File: src/rtl/tmr_pkg.sv
package tmr_pkg;
  localparam int unsigned N_CHAN        = 8;
  localparam int unsigned CTRL_W        = 4;
  localparam int unsigned FIRST_ONESHOT = 4;
  localparam int unsigned CTRL_TOT      = N_CHAN * CTRL_W;

  typedef struct packed {
    logic oneshot;
    logic zero_ie;
    logic ext_sel;
    logic en;
  } chan_cfg_t;

  typedef enum logic [1:0] {
    REG_CNT    = 2'd0,
    REG_RELOAD = 2'd1,
    REG_MA     = 2'd2,
    REG_MB     = 2'd3
  } chan_reg_e;
endpackage

File: src/rtl/tmr_chan.sv
module tmr_chan #(
  parameter int unsigned W          = 32,
  parameter bit          ONESHOT_OK = 1'b1
) (
  input  logic         clk_i,
  input  logic         rst_ni,
  input  logic         en_i,
  input  logic         ext_sel_i,
  input  logic         ext_tick_i,
  input  logic         zero_ie_i,
  input  logic         oneshot_i,
  input  logic         load_i,
  input  logic [W-1:0] load_val_i,
  input  logic [W-1:0] reload_i,
  input  logic [W-1:0] match_a_i,
  input  logic [W-1:0] match_b_i,
  output logic [W-1:0] cnt_o,
  output logic         irq_o
);
  logic [W-1:0] cnt_q, cnt_dec;
  logic step, hit, os_eff, at_zero;

  assign os_eff  = ONESHOT_OK ? oneshot_i : 1'b0;
  assign step    = en_i & (ext_sel_i ? ext_tick_i : 1'b1);
  assign at_zero = (cnt_q == '0);
  assign cnt_dec = cnt_q - W'(1);
  assign hit     = !at_zero & ((cnt_dec == match_a_i) | (cnt_dec == match_b_i) |
                               ((cnt_dec == '0) & zero_ie_i));

  always_ff @(posedge clk_i or negedge rst_ni) begin
    if (!rst_ni) begin
      cnt_q <= '0;
      irq_o <= 1'b0;
    end else begin
      irq_o <= step & hit & ~load_i;
      if (load_i)       cnt_q <= load_val_i;
      else if (step)    cnt_q <= at_zero ? (os_eff ? '0 : reload_i) : cnt_dec;
    end
  end

  assign cnt_o = cnt_q;


  hold_chk: assert property (@(posedge clk_i) disable iff (!rst_ni)
    (!en_i && !load_i) |=> $stable(cnt_o));


  oneshot_hold_chk: assert property (@(posedge clk_i) disable iff (!rst_ni)
    (step && os_eff && at_zero && !load_i) |=> (cnt_o == '0) && !irq_o);


  irq_src_chk: assert property (@(posedge clk_i) disable iff (!rst_ni)
    irq_o |-> $past(en_i));
endmodule

File: src/rtl/tmr_ctrl_seq.sv
module tmr_ctrl_seq
  import tmr_pkg::*;
(
  input  logic                clk_i,
  input  logic                rst_ni,
  input  logic [CTRL_TOT-1:0] ctrl_i,
  output logic [N_CHAN-1:0]   en_o,
  output logic [N_CHAN-1:0]   ext_sel_o,
  output logic [N_CHAN-1:0]   zero_ie_o,
  output logic [N_CHAN-1:0]   oneshot_o
);
  logic [N_CHAN-1:0] en_dly_q;

  for (genvar g = 0; g < N_CHAN; g++) begin : g_ch
    chan_cfg_t cfg;
    assign cfg          = chan_cfg_t'(ctrl_i[g*CTRL_W +: CTRL_W]);
    // rise lags the field by one clock, fall follows it at once
    assign en_o[g]      = cfg.en & en_dly_q[g];
    assign ext_sel_o[g] = cfg.ext_sel;
    assign zero_ie_o[g] = cfg.zero_ie;
    assign oneshot_o[g] = cfg.oneshot;

    always_ff @(posedge clk_i or negedge rst_ni) begin
      if (!rst_ni) en_dly_q[g] <= 1'b0;
      else         en_dly_q[g] <= cfg.en;
    end


    en_after_cfg_chk: assert property (@(posedge clk_i) disable iff (!rst_ni)
      $rose(en_o[g]) |-> $past(ctrl_i[g*CTRL_W]));
  end
endmodule

File: src/rtl/tmr_regif.sv
module tmr_regif
  import tmr_pkg::*;
#(
  parameter int unsigned DATA_W = 32,
  parameter int unsigned ADDR_W = 12
) (
  input  logic                clk_i,
  input  logic                rst_ni,
  input  logic                sel_i,
  input  logic                wr_i,
  input  logic [ADDR_W-1:0]   addr_i,
  input  logic [DATA_W-1:0]   wdata_i,
  output logic [DATA_W-1:0]   rdata_o,
  output logic                err_o,
  input  logic [DATA_W-1:0]   cnt_i    [N_CHAN],
  output logic [DATA_W-1:0]   reload_o [N_CHAN],
  output logic [DATA_W-1:0]   ma_o     [N_CHAN],
  output logic [DATA_W-1:0]   mb_o     [N_CHAN],
  output logic [N_CHAN-1:0]   load_o,
  output logic [CTRL_TOT-1:0] ctrl_o
);
  localparam int unsigned IDX_W    = $clog2(N_CHAN);
  localparam logic [7:0]  CTRL_OFF = 8'h30;
  localparam logic [7:0]  AUX_OFF  = 8'h34;
  localparam logic [7:0]  HOLE_END = 8'h40;
  localparam logic [7:0]  MAP_END  = 8'h90;

  logic [7:0]        off;
  logic              hi_zero, aligned, lo_grp, hi_grp;
  logic              ch_hit, ctrl_hit, aux_hit, bad, os_err, wr_ch;
  logic [IDX_W-1:0]  ch_idx;
  chan_reg_e         reg_sel;
  logic [DATA_W-1:0] aux_q, rd_nxt;
  logic [CTRL_TOT-1:0] ctrl_q;

  assign off      = addr_i[7:0];
  assign hi_zero  = (addr_i[ADDR_W-1:8] == '0);
  assign aligned  = (addr_i[1:0] == 2'b00);
  assign lo_grp   = (off < CTRL_OFF);
  assign hi_grp   = (off >= HOLE_END) && (off < MAP_END);
  assign ch_hit   = hi_zero & aligned & (lo_grp | hi_grp);
  assign ctrl_hit = hi_zero & (off == CTRL_OFF);
  assign aux_hit  = hi_zero & (off == AUX_OFF);
  assign bad      = !(ch_hit | ctrl_hit | aux_hit);
  assign ch_idx   = lo_grp ? IDX_W'(off[5:4]) : IDX_W'(off[7:4] - 4'd1);
  assign reg_sel  = chan_reg_e'(off[3:2]);
  assign wr_ch    = sel_i & wr_i & ch_hit;

  always_comb begin
    os_err = 1'b0;
    for (int i = 0; i < int'(FIRST_ONESHOT); i++) os_err |= wdata_i[i*CTRL_W+3];
  end

  for (genvar g = 0; g < N_CHAN; g++) begin : g_ld
    assign load_o[g] = wr_ch && (ch_idx == IDX_W'(g)) && (reg_sel == REG_CNT) &&
                       ctrl_q[g*CTRL_W];
  end

  always_comb begin
    rd_nxt = '0;
    if (ctrl_hit)     rd_nxt = DATA_W'(ctrl_q);
    else if (aux_hit) rd_nxt = aux_q;
    else if (ch_hit) begin
      unique case (reg_sel)
        REG_CNT:    rd_nxt = cnt_i[ch_idx];
        REG_RELOAD: rd_nxt = reload_o[ch_idx];
        REG_MA:     rd_nxt = ma_o[ch_idx];
        REG_MB:     rd_nxt = mb_o[ch_idx];
      endcase
    end
  end

  always_ff @(posedge clk_i or negedge rst_ni) begin
    if (!rst_ni) begin
      ctrl_q  <= '0;
      aux_q   <= '0;
      rdata_o <= '0;
      err_o   <= 1'b0;
      for (int i = 0; i < int'(N_CHAN); i++) begin
        reload_o[i] <= '0;
        ma_o[i]     <= '0;
        mb_o[i]     <= '0;
      end
    end else begin
      rdata_o <= (sel_i && !wr_i) ? rd_nxt : '0;
      err_o   <= sel_i & (bad | (wr_i & ctrl_hit & os_err));
      if (sel_i && wr_i && ctrl_hit) ctrl_q <= wdata_i[CTRL_TOT-1:0];
      if (sel_i && wr_i && aux_hit)  aux_q  <= wdata_i;
      for (int i = 0; i < int'(N_CHAN); i++) begin
        if (wr_ch && ch_idx == IDX_W'(i)) begin
          case (reg_sel)
            REG_RELOAD: reload_o[i] <= wdata_i;
            REG_MA:     ma_o[i]     <= wdata_i;
            REG_MB:     mb_o[i]     <= wdata_i;
            default:    ;
          endcase
        end
      end
    end
  end

  assign ctrl_o = ctrl_q;


  bad_wr_chk: assert property (@(posedge clk_i) disable iff (!rst_ni)
    (sel_i && wr_i && bad) |=> ($stable(ctrl_o) && $stable(aux_q)));


  bad_err_chk: assert property (@(posedge clk_i) disable iff (!rst_ni)
    (sel_i && bad) |=> (err_o && rdata_o == '0));
endmodule

File: src/rtl/tmr_bank.sv
module tmr_bank
  import tmr_pkg::*;
#(
  parameter int unsigned DATA_W = 32,
  parameter int unsigned ADDR_W = 12
) (
  input  logic              clk_i,
  input  logic              rst_ni,
  input  logic              sel_i,
  input  logic              wr_i,
  input  logic [ADDR_W-1:0] addr_i,
  input  logic [DATA_W-1:0] wdata_i,
  output logic [DATA_W-1:0] rdata_o,
  output logic              err_o,
  input  logic [N_CHAN-1:0] ext_tick_i,
  output logic [N_CHAN-1:0] irq_o
);
  logic [DATA_W-1:0]   cnt_w [N_CHAN];
  logic [DATA_W-1:0]   rel_w [N_CHAN];
  logic [DATA_W-1:0]   ma_w  [N_CHAN];
  logic [DATA_W-1:0]   mb_w  [N_CHAN];
  logic [N_CHAN-1:0]   load_w, en_w, ext_w, zie_w, os_w;
  logic [CTRL_TOT-1:0] ctrl_w;

  tmr_regif #(.DATA_W(DATA_W), .ADDR_W(ADDR_W)) u_regif (
    .clk_i, .rst_ni, .sel_i, .wr_i, .addr_i, .wdata_i, .rdata_o, .err_o,
    .cnt_i(cnt_w), .reload_o(rel_w), .ma_o(ma_w), .mb_o(mb_w),
    .load_o(load_w), .ctrl_o(ctrl_w)
  );

  tmr_ctrl_seq u_seq (
    .clk_i, .rst_ni, .ctrl_i(ctrl_w),
    .en_o(en_w), .ext_sel_o(ext_w), .zero_ie_o(zie_w), .oneshot_o(os_w)
  );

  for (genvar g = 0; g < N_CHAN; g++) begin : g_chan
    tmr_chan #(.W(DATA_W), .ONESHOT_OK(g >= int'(FIRST_ONESHOT))) u_chan (
      .clk_i, .rst_ni,
      .en_i(en_w[g]), .ext_sel_i(ext_w[g]), .ext_tick_i(ext_tick_i[g]),
      .zero_ie_i(zie_w[g]), .oneshot_i(os_w[g]),
      .load_i(load_w[g]), .load_val_i(wdata_i),
      .reload_i(rel_w[g]), .match_a_i(ma_w[g]), .match_b_i(mb_w[g]),
      .cnt_o(cnt_w[g]), .irq_o(irq_o[g])
    );
  end
endmodule

File: config.mk
export PLATFORM = sky130hd
export DESIGN_NAME = tmr_bank
export DESIGN_NICKNAME = d
export VERILOG_FILES = /design/src/rtl/tmr_pkg.sv /design/src/rtl/tmr_chan.sv /design/src/rtl/tmr_ctrl_seq.sv /design/src/rtl/tmr_regif.sv /design/src/rtl/tmr_bank.sv
export SDC_FILE = /design/constraint.sdc
export NUM_CORES = 2
export LEC_CHECK = 0
export CORE_AREA = 2 2 346 348
export CTS_BUF_LIST = sky130_fd_sc_hd__clkbuf_4
export DETAILED_ROUTE_END_ITERATION = 6
export DIE_AREA = 0 0 348 350
export PLACE_DENSITY = 0.9
export SETUP_SLACK_MARGIN = 0.1
export SKIP_LAST_GASP = 1
export SLEW_MARGIN = 40
export SYNTH_ARGS = -nofsm -noshare
export SYNTH_HDL_FRONTEND = slang
export SYNTH_HIERARCHICAL = 1
export SYNTH_SLANG_ARGS = --single-unit
export TNS_END_PERCENT = 100
File: constraint.sdc
create_clock -name clk_i -period 5 [get_ports clk_i]
set_input_delay 1.25 -clock clk_i [delete_from_list [all_inputs] [get_ports clk_i]]
set_output_delay 1.25 -clock clk_i [all_outputs]
set_load 0.03 [all_outputs]
==> results.md, run 1 <==
* Status: stopped before the end
* Last stage: global routing
* Tool Error: [ERROR GRT-0116] Global routing finished with congestion. Check the congestion regions in the DRC Viewer.
* Initial Utilization at 0.656
* CTS buffer count at 309
* Clk sinks at 1137
* Die H at 350 µm
* Vias in the first global route at between 90000 and 100k
* Chip Width at 348 µm
* Largest net degree at the start of global routing at 118
* H-tree levels at 5
* Routability congestion estimate at 1.56
* Root buffer cell: clkbuf_4
* Post-CTS setup buffers at 0
* Ports at 97
* Post-Syn Area per Cell at 9.31 µm²
* Synth warn at 6
* First-pass GRT wire length at about 680000 µm
* Gr usage total at 0.754
* Syn Std Cell Area at 77300 µm²
* Syn Inst Count at a little over 8000
* Row cnt at 126
* Dpl cell area at a little over 80000 µm²
* Clock tree buffer depth at 4
* Port bufs at 96
* GRT overflow at 3034
* DPL Wire Length at 284000 µm
* Syn nets at between 8000 and 9000
-- what timing repair did --
item / 4_1_cts
gates resized for setup: 0
hold buffers: 1
endpoints found under the hold margin: 10
endpoints found under the setup margin: 0
-- per-layer routing --
| layer | GRT overflow | global-route usage |
|---|---|---|
| met5 | 53 | 0.503 |
| met4 | 760 | 0.723 |
| met3 | 372 | 0.668 |
| met2 | 1571 | 0.869 |
| met1 | 278 | 0.746 |
-- stage by stage --
stage / worst slack, ns / hold slack (ns) / TNS [ns] / std cells
after floorplan: 0.193 / 0.391 / 0 / 8302
after global placement: -0.411 / 0.463 / -1.08 / 9517
after detailed placement: -0.504 / 0.480 / -0.952 / 9536
after CTS: 0.774 / 0.314 / 0 / 10000
==> inputs of run 2 (changes only) <==
--- a/config.mk
+++ b/config.mk
@@ -5,12 +5,10 @@
 export SDC_FILE = /design/constraint.sdc
 export NUM_CORES = 2
 export LEC_CHECK = 0
-export CORE_AREA = 2 2 346 348
-export CTS_BUF_LIST = sky130_fd_sc_hd__clkbuf_4
+export CORE_AREA = 2 2 443 445
 export DETAILED_ROUTE_END_ITERATION = 6
-export DIE_AREA = 0 0 348 350
-export PLACE_DENSITY = 0.9
-export SETUP_SLACK_MARGIN = 0.1
+export DIE_AREA = 0 0 445 447
+export PLACE_DENSITY_LB_ADDON = 0.15
 export SKIP_LAST_GASP = 1
 export SLEW_MARGIN = 40
 export SYNTH_ARGS = -nofsm -noshare
==> run 2 against run 1 <==
Area after synthesis did not move. The flow now finishes, with violations (DRC). Synthesized cell count stayed put.
==> results.md, run 2 <==
* Status: complete, but fails checks
* Failing checks: DRC
* Proportion of layout cells with a drive suffix above 1 at 0.240
* First-pass GRT wire length at 692000 µm
* Final setup fails at 0
* Maximum VDD drop at around 0.28 mV
* CP endpoint kind: flip-flop
* Setup WS post-layout at 0.446 ns
* CTS tree: yes
* Max-Cap Viols at 0
* Antenna violations before repair at 85
* Chip Width at 445 µm
* Nets at 8585
* Row cnt at 162
* Hold Buf Count CTS at 0
* H-tree levels at 4
* Ports at 97
* Worst Path Required at 5.71 ns
* Area growth, synth to finish at 15.9%
* Synth warn at 6
* Post-CTS setup buffers at 0
* Post-Syn Area per Cell at 9.31 µm²
* Worst min path class: in -> async
* Clk_lat worst skew at 0.85 ns
* Placeable Area at 194000 µm²
* DR WL/cell at 46.9 µm
* Share of the core filled with cells at 0.462
* Max incr delay on CP at 0.68 ns
* CP cell instances: clkdlybuf4s50_1 -> or3_2 -> buf_4 -> buf_4 -> a22oi_4 -> buf_12 -> buf_4 -> o22ai_1 -> nor3_1 -> buf_4 -> o22ai_1 -> a211oi_1
* DRC Markers at 2
* Pwr/cell area at 258 nW/µm²
* Number of fill cells at roughly 19000
* Die H at 447 µm
* DRT iter0 DRCs at 11800
* Clock tree buffer depth at 3
* Final Instance Area at 89600 µm²
* Footprint of the multi-input gates at between 40000 and 50000 µm²
* Post-route ant nets at 0
* Syn Std Cell Area at 77300 µm²
* Leak Pwr at 39.5 nW
* CP Class: in -> reg
* CTS buffer count at 141
* Final Max Tran Viols at 0
* Drt first pass iters at 7
* GRT overflow at 0
* Fin Setup TNS at 0 ns
* Syn nets at 8384
* Final Hold Viols at 0
* Worst Max-Slew Pin Slew at 1.03 ns
* Syn Inst Count at approximately 8300
* Slowest CP cell: nor3_1
* Tcrit/Tclk final at 0.911
* Vias per cell at just over 7
* Initial Utilization at 0.398
* Worst path most repeated cell: buf_4
* DR vias at 80500
* Commonest non-fill, non-tap cell in the layout: dfrtp_1
* Worst slew margin at 0.303
* CP max FO at 43
* Register area at 28500 µm²
* Routability congestion estimate at about 1.2
* Final clock skew at 0.0354 ns
* Dpl cell area at about 85000 µm²
* Crit path time final at 4.55 ns
* DPL Wire Length at 401000 µm
* Worst slack at placement at -0.192 ns
* Most frequent cells in the layout: dfrtp_1 (1135), mux2_2 (788), buf_4 (672)
* Post_cts resized at 0
* Crit path DAT at about 5.3 ns
* Clk sinks at between 1000 and 1500
* Root buffer cell: clkbuf_16
* Largest net degree at the start of global routing at 118
* RSZ-0062 raised after global routing: no
* Max Freq at between 200 and 250 MHz
* Die Area at 199000 µm²
* Vias in the first global route at 74100
* Startpoint types: primary input
* Clock transition at path regs at 0.06 ns
* Port bufs at 96
* Gr usage total at 0.516
* Post-Route WL at 526000 µm
## run 2: worst max-delay path, delay by kind of cell
kind,cells,cell delay [ns]
AOI/OAI and AO/OA,4,1.03
and+or+nand+nor,2,1.23
buffers and inverters,6,1.68
## run 2: worst paths after layout
kind / from / end / slack, ns / depth (start not counted)
worst min register to register: u_regif/aux_q[2] / u_regif/aux_q[2] / 0.51 / 1
max in group asynchronous: rst_ni / u_regif/reload_o[167] / 3.06 / 3
worst min-delay path: rst_ni / u_regif/reload_o[139] / 0.30 / 1
worst max-delay path: addr_i[7] / u_regif/rdata_o[20] / 0.45 / 12
worst max register to register: g_chan[0].u_chan/cnt_o[6] / g_chan[0].u_chan/irq_o / 0.69 / 9
min in group clk_i: u_regif/aux_q[2] / u_regif/aux_q[2] / 0.51 / 1
## run 2: cell type report
cell class / instances / area share
Clock inverter: 52 / 0.00821
Tap cell: 2542 / 0.0355
Multi-Input combinational cell: 6209 / 0.501
Timing Repair Buffer: 838 / 0.0834
Sequential cell: 1137 / 0.317
Inverter: 176 / 0.00737
Clock buffer: 200 / 0.0457
Antenna cell: 61 / 0.00170
## run 2: layer usage
layer | GRT usage | vias to the layer above | routed length [µm]
met4 | 0.572 | 20 | 73000
met1 | 0.556 | 40000 | 174000
met2 | 0.760 | 6668 | 221000
met3 | 0.170 | 2380 | 57900
li1 | - | 31400 | -
met5 | 0.000977 | - | 155
## run 2: per-stage QoR
step	hold slack, ns	cells	power [mW]
final	0.298	11200	23.1
after global routing	0.314	11200	23.4
after CTS	0.455	11200	22.9
after detailed placement	0.492	10900	12.0
after global placement	0.483	10900	12.0
after floorplan	0.391	8302	10.3
## run 2: report_power, final
group	switching, mW	internal (mW)
Sequential	0.0501	9.22
Combinational	2.10	0.715
Clock	4.62	6.40
Note: power is estimated with default switching activity, not from simulation.
